==> config.mk <==
export PLATFORM = sky130hd
export DESIGN_NAME = vidirq_unit
export DESIGN_NICKNAME = d
export VERILOG_FILES = /design/src/rtl/vidirq_pkg.sv /design/src/rtl/vidirq_decode.sv /design/src/rtl/vidirq_latch.sv /design/src/rtl/vidirq_mask.sv /design/src/rtl/vidirq_line.sv /design/src/rtl/vidirq_unit.sv
export SDC_FILE = /design/constraint.sdc
export NUM_CORES = 1
export LEC_CHECK = 0
export CORE_UTILIZATION = 41
export DETAILED_ROUTE_END_ITERATION = 10
export GPL_TIMING_DRIVEN = 0
export PLACE_DENSITY = 0.86
export SYNTH_ARGS = -nofsm -noshare
export SYNTH_HDL_FRONTEND = slang
export SYNTH_HIERARCHICAL = 1
export SYNTH_SLANG_ARGS = --single-unit
==> constraint.sdc <==
create_clock -name clk -period 4.1 [get_ports clk]
set_input_delay 1.23 -clock clk [delete_from_list [all_inputs] [get_ports clk]]
set_output_delay 1.23 -clock clk [all_outputs]
set_load 0.05 [all_outputs]
==> src/rtl/vidirq_pkg.sv <==
package vidirq_pkg;
   localparam int DATA_W = 8;
   typedef struct packed {
      logic latch_hit;
      logic mask_hit;
   } reg_sel_t;
endpackage

==> src/rtl/vidirq_decode.sv <==
module vidirq_decode #(
   parameter int ADDR_W    = 6,
   parameter int LATCH_OFS = 'h19,
   parameter int MASK_OFS  = 'h1A
) (
   input  logic [ADDR_W-1:0]     addr,
   input  logic                  we,
   output vidirq_pkg::reg_sel_t  rd_sel,
   output vidirq_pkg::reg_sel_t  wr_sel
);
   localparam logic [ADDR_W-1:0] LATCH_A = ADDR_W'(LATCH_OFS);
   localparam logic [ADDR_W-1:0] MASK_A  = ADDR_W'(MASK_OFS);

   if (LATCH_OFS == MASK_OFS) begin : g_bad_ofs
      $error("vidirq_decode: latch and mask offsets must differ");
   end
   if (LATCH_OFS >= (1 << ADDR_W) || MASK_OFS >= (1 << ADDR_W)) begin : g_bad_width
      $error("vidirq_decode: offset does not fit in ADDR_W");
   end

   always_comb begin
      rd_sel.latch_hit = (addr == LATCH_A);
      rd_sel.mask_hit  = (addr == MASK_A);
      wr_sel.latch_hit = we && rd_sel.latch_hit;
      wr_sel.mask_hit  = we && rd_sel.mask_hit;
   end
endmodule

==> src/rtl/vidirq_latch.sv <==
module vidirq_latch #(
   parameter int NUM_SRC = 5
) (
   input  logic               clk,
   input  logic               rst_n,
   input  logic [NUM_SRC-1:0] src_req,
   input  logic               ack_we,
   input  logic [NUM_SRC-1:0] ack_bits,
   output logic [NUM_SRC-1:0] pend_q
);
   for (genvar i = 0; i < NUM_SRC; i++) begin : g_bit
      logic ack_i;
      assign ack_i = ack_we && ack_bits[i];

      always_ff @(posedge clk) begin
         if (!rst_n)          pend_q[i] <= 1'b0;
         else if (src_req[i]) pend_q[i] <= 1'b1;
         else if (ack_i)      pend_q[i] <= 1'b0;
      end

      p_req_sets_r2: assert property (@(posedge clk) disable iff (!rst_n)
         src_req[i] |=> pend_q[i]);
      p_ack_clears_r3: assert property (@(posedge clk) disable iff (!rst_n)
         (ack_we && ack_bits[i] && !src_req[i]) |=> !pend_q[i]);
      p_zero_keeps_r3: assert property (@(posedge clk) disable iff (!rst_n)
         (!src_req[i] && !(ack_we && ack_bits[i])) |=> $stable(pend_q[i]));
      p_req_wins_r4: assert property (@(posedge clk) disable iff (!rst_n)
         (ack_we && ack_bits[i] && src_req[i]) |=> pend_q[i]);
   end
endmodule

==> src/rtl/vidirq_mask.sv <==
module vidirq_mask #(
   parameter int NUM_SRC = 5
) (
   input  logic               clk,
   input  logic               rst_n,
   input  logic               load,
   input  logic [NUM_SRC-1:0] load_bits,
   output logic [NUM_SRC-1:0] en_q
);
   always_ff @(posedge clk) begin
      if (!rst_n)    en_q <= '0;
      else if (load) en_q <= load_bits;
   end

   p_mask_load_r5: assert property (@(posedge clk) disable iff (!rst_n)
      load |=> (en_q == $past(load_bits)));
   p_mask_hold_r5: assert property (@(posedge clk) disable iff (!rst_n)
      !load |=> $stable(en_q));
endmodule

==> src/rtl/vidirq_line.sv <==
module vidirq_line #(
   parameter int NUM_SRC = 5
) (
   input  logic               clk,
   input  logic               rst_n,
   input  logic [NUM_SRC-1:0] pend,
   input  logic [NUM_SRC-1:0] en,
   output logic               irq_n
);
   logic live;
   assign live = |(pend & en);

   always_ff @(posedge clk) begin
      if (!rst_n) irq_n <= 1'b1;
      else        irq_n <= ~live;
   end

   p_irq_assert_r6: assert property (@(posedge clk) disable iff (!rst_n)
      (|(pend & en)) |=> !irq_n);
   p_irq_release_r6: assert property (@(posedge clk) disable iff (!rst_n)
      !(|(pend & en)) |=> irq_n);
   p_irq_retrig_r7: assert property (@(posedge clk) disable iff (!rst_n)
      (!irq_n && (|(pend & en))) |=> !irq_n);
endmodule

==> src/rtl/vidirq_unit.sv <==
module vidirq_unit #(
   parameter int ADDR_W    = 6,
   parameter int NUM_SRC   = 5,
   parameter int LATCH_OFS = 'h19,
   parameter int MASK_OFS  = 'h1A
) (
   input  logic               clk,
   input  logic               rst_n,
   input  logic [ADDR_W-1:0]  bus_addr,
   input  logic [7:0]         bus_wdata,
   input  logic               bus_we,
   output logic [7:0]         bus_rdata,
   input  logic [NUM_SRC-1:0] src_req,
   output logic               irq_n
);
   import vidirq_pkg::*;

   if (NUM_SRC < 1 || NUM_SRC > DATA_W - 1) begin : g_bad_src
      $error("vidirq_unit: NUM_SRC must leave bit 7 free for the summary flag");
   end

   reg_sel_t           rd_sel, wr_sel;
   logic [NUM_SRC-1:0] pend, en;
   logic [7:0]         latch_view, mask_view;
   logic               unused_wdata_hi;

   assign unused_wdata_hi = ^bus_wdata;

   vidirq_decode #(.ADDR_W(ADDR_W), .LATCH_OFS(LATCH_OFS), .MASK_OFS(MASK_OFS)) u_dec (
      .addr(bus_addr), .we(bus_we), .rd_sel(rd_sel), .wr_sel(wr_sel));

   vidirq_latch #(.NUM_SRC(NUM_SRC)) u_lat (
      .clk(clk), .rst_n(rst_n), .src_req(src_req),
      .ack_we(wr_sel.latch_hit), .ack_bits(bus_wdata[NUM_SRC-1:0]), .pend_q(pend));

   vidirq_mask #(.NUM_SRC(NUM_SRC)) u_msk (
      .clk(clk), .rst_n(rst_n), .load(wr_sel.mask_hit),
      .load_bits(bus_wdata[NUM_SRC-1:0]), .en_q(en));

   vidirq_line #(.NUM_SRC(NUM_SRC)) u_line (
      .clk(clk), .rst_n(rst_n), .pend(pend), .en(en), .irq_n(irq_n));

   for (genvar b = 0; b < 7; b++) begin : g_view
      if (b < NUM_SRC) begin : g_src
         assign latch_view[b] = pend[b];
         assign mask_view[b]  = en[b];
      end else begin : g_pad
         assign latch_view[b] = 1'b1;
         assign mask_view[b]  = 1'b1;
      end
   end
   assign latch_view[7] = |(pend & en);
   assign mask_view[7]  = 1'b1;

   always_comb begin
      if (rd_sel.latch_hit)     bus_rdata = latch_view;
      else if (rd_sel.mask_hit) bus_rdata = mask_view;
      else                      bus_rdata = 8'h00;
   end

   p_other_zero_r10: assert property (@(posedge clk) disable iff (!rst_n)
      (!rd_sel.latch_hit && !rd_sel.mask_hit) |-> (bus_rdata == 8'h00));
   p_other_nowrite_r10: assert property (@(posedge clk) disable iff (!rst_n)
      (bus_we && !rd_sel.latch_hit && !rd_sel.mask_hit && src_req == '0)
      |=> ($stable(pend) && $stable(en)));
endmodule

After elaboration in Yosys (flattened, before gate mapping):

Cells that the tools add are included.

* input bits: 22
* output and inout bits: 9
* bits in registers: 11
* word-level logic and storage cells: 36

* reductions and logical operators: 13
* bitwise gates (word level): 2
* mux-type cells: 12
* eq/ne operators: 2

Operators by type and width (number)
* 2-to-1 mux 8 bit: 2
* == test 6 x 5 -> 1 bit (second input constant): 2
* 2-to-1 mux 1 bit: 10
* nonzero test 2 bit: 5
* logical AND 1 bit: 7
* AND 5 bit: 1
* OR reduction 5 bit: 1
* NOT 1 bit: 1

Logic depth before layout (Yosys ltp):

* depth in word-level cells: 5
* depth in mapped cells: 6
* gate-level depth less buffers: 4

Hierarchy:

Netlist, hierarchy kept.

By module, submodules not included
* vidirq_mask: area each 192.7 um2, cells each 16, sequential area each 100.1 um2, times used 1
* vidirq_latch: area each 175.2 um2, cells each 20, sequential area each 100.1 um2, times used 1
* vidirq_unit: area each 113.9 um2, cells each 14, sequential area each 0.0 um2, times used 1
* vidirq_decode: area each 77.6 um2, cells each 7, sequential area each 0.0 um2, times used 1
* vidirq_line: area each 47.5 um2, cells each 4, sequential area each 20.0 um2, times used 1

Worst setup path before layout:

No wires, ideal clock.

* path type: input-to-output
* start: input port bus_addr[2]
* end: output port bus_rdata[7]
* arrival time: 2.694 ns
* buffers on the path: 1
* cell stages on the path: 5
* data required time: 2.870 ns
* slack: 0.176 ns
* cell sequence: nand4bb_4 -> nor3b_2 -> buf_6 -> nor2_1 -> a41oi_1

RTL lines
* from (decl): line vidirq_unit.sv:9 `input logic [ADDR_W-1:0] bus_addr,`
* to (decl): line vidirq_unit.sv:12 `output logic [7:0] bus_rdata,`

==> flow_metrics.tcl <==
set metrics [dict create \
    status "complete, no violations" \
    path_cells "clkdlybuf4s50_1, nand4bb_4, nor3b_2, buf_6, nor2_1, a41oi_1, buf_4" \
    clock_latency_ns 0.27 \
    core_area_mm2 0.00133 \
    cts_hold_buf 0 \
    die_area_mm2 0.00164 \
    clkSinkCount 11 \
    ir_worst_vdd_mv 0.191 \
    cts_max_path_buffers 2 \
    stdcell_area_um2 891 \
    drv_cap 0 \
    slew_viol_final 0 \
    synth_nets 83 \
    syn_avg_cell_area_um2 9.95 \
    place_hpwl_mm 1.21 \
    synthCells 61 \
    syn_to_final_growth_pct 46.8 \
    routabilityCongestion 0.820 \
    dpl_cell_area_um2 896 \
    portBuffers 27 \
    path_clk_slew_ns 0.06 \
    cp_slowest_stage_delay_ns 0.40 \
    final-hold-violation-count 0 \
    yosysTopAreaCell "dfxtp_1" \
    p_total_mw 0.224 \
    layout-drive-gt1-share_pct 22.8 \
    hold_path.class "reg -> reg" \
    worst-endpoint-arrival_ns 2.78 \
    maxSlewHeadroom_pct 66.6 \
    grt_max_degree 12 \
    grt_usage_pct 22.2 \
    cts_buffers 3 \
    synth_top_area_share_pct 36.3 \
    drt-total-wl_mm 1.59 \
    worst_pin_slew_ns 0.500 \
    ys_top_cells_by_area "dfxtp_1 (36%), mux2i_1 (8.2%), a31oi_1 (5.2%)" \
    grt_pass1_vias 554 \
    finalSetupViolations 0 \
    crit_type "in -> out" \
    drc 0 \
    startpoint_type "primary input" \
    drt-pass1-iter-count 4 \
    power_leakage_nw 0.346 \
    viasPerCell 5.69 \
    clockRootBuffer "clkbuf_4" \
    die_x_um 40.5 \
    ys_types 21 \
    start_util_pct 45.5 \
    p_per_area_mw_per_mm2 252 \
    synthFlopType "dfxtp_1" \
    placementRows 13 \
    die_h_um 40.5 \
    globalRouteOverflowTotal 0 \
    grt_first_pass_wirelength_mm 2.31 \
    fin_crit_sh_pct 97.9 \
    routedWlPerCell_um 14.9 \
    cts-htree-levels 1 \
    async_reset_ff_share_pct 0 \
    cts_tree "done" \
    fin_crit_ns 4.01 \
    synth-seq-cells 11 \
    fin_nets 115 \
    num_io_pins 31 \
    fmax_mhz 249 \
    rsz0062_at_grt "false" \
    ys_warn_count 6 \
    drt_iter0_drc 19 \
    crit_path_top_delay_cell "clkdlybuf4s50_1" \
    vias 609 \
    synth-edff-count 0 \
    yosysSeqAreaShare_pct 36.3 \
    antennaDiodeCount 0 \
    clock_skew_ns 0.00667 \
    path_max_fanout 8 \
    cp-end-kind "primary output" \
    antenna_found_initial 0 \
    required_ns 2.87 \
    drt.antenna.violating_nets 0 \
    syn-cell-area_um2 607 \
]
-- cells in the mapped netlist, drive strengths merged, types with 2 or more instances --
master  instances
a22o            5
a22oi           3
a31oi           5
buf             3
dfxtp          11
inv             6
mux2i           5
nand2           2
nor2            2
nor2b           6
nor3b           2
o21ai           5
-- worst paths after layout --
kind,start,endpoint,slack (ns),cells past startpoint
setup / recovery,bus_addr[2],bus_rdata[7],0.09,7
setup reg to reg,u_lat/pend_q[0]$_SDFFE_PN0P_,u_line/irq_n$_SDFF_PN1_,3.22,2
hold reg to reg,u_lat/pend_q[3]$_SDFFE_PN0P_,u_lat/pend_q[3]$_SDFFE_PN0P_,0.56,2
hold / removal,u_lat/pend_q[3]$_SDFFE_PN0P_,u_lat/pend_q[3]$_SDFFE_PN0P_,0.56,2
-- placed cells by master (no fill, tap or decap), types with 3 or more instances in the layout --
master,n
a22o_1,3
a22oi_1,3
a31oi_1,5
buf_2,6
clkbuf_4,3
clkdlybuf4s50_1,19
dfxtp_1,11
inv_1,6
mux2i_1,5
nor2b_1,5
o21ai_1,5
-- registers in the layout, summed over array words and instances (netlist names) --
name / cells
u_lat/pend_q: 5
u_line/irq_n: 1
u_msk/en_q: 5
-- metrics by stage --
stage | worst slack [ns] | std cells | TNS [ns] | hold slack, ns | utilization (%)
after floorplan | 0.176 | 61 | 0 | 0.516 | -
final | 0.0872 | 107 | 0 | 0.565 | 66.8
after CTS | 0.00483 | 107 | 0 | 0.562 | 67.1
after global placement | -0.468 | 103 | -3.28 | 0.535 | 67.2
after detailed placement | -0.514 | 103 | -3.52 | 0.549 | 67.2
after global routing | 0.00980 | 107 | 0 | 0.590 | 66.8
-- area by class of cell --
class                           count  area (um^2)
Sequential cell                    11          220
Multi-Input combinational cell     41          334
Timing Repair Buffer               27          239
Fill cell                         107          443
Clock buffer                        4         26.3
Inverter                            6         22.5
Buffer                              3         30.0
Tap cell                           15         18.8
-- logic make-up after synthesis --
logic type / synth area share (%)
buffers and inverters: 8.66
AOI/OAI and AO/OA: 25.4
muxes: 8.25
DFF: 36.3
and+or+nand+nor: 21.4
-- routing by layer --
| layer | vias to the layer above | global-route usage, % | wire, um |
|---|---|---|---|
| met5 | - | 0 | 0 |
| li1 | 288 | - | - |
| met3 | 2 | 5.00 | 128 |
| met4 | 0 | 7.50 | 5 |
| met2 | 32 | 42.9 | 844 |
| met1 | 287 | 22.9 | 616 |
-- critical path: cells and delay by family --
family / cells / cell delay, ns
and+or+nand+nor: 3 / 0.53
buffers and inverters: 3 / 0.80
AOI/OAI and AO/OA: 1 / 0.21
-- what timing repair did --
item / 4_1_cts / 5_1_grt
buffers inserted: 0 / 0
gates resized for setup: 37 / 4
endpoints found under the setup margin: 8 / 2
hold endpoints to repair: 0 / 0
-- power by group --
group	internal (mW)	total, mW	switching [mW]
sequential	0.111	0.115	0.00417
combinational	0.0226	0.0369	0.0142
clock	0.0376	0.0727	0.0350
(Power assumes the default switching activity.)
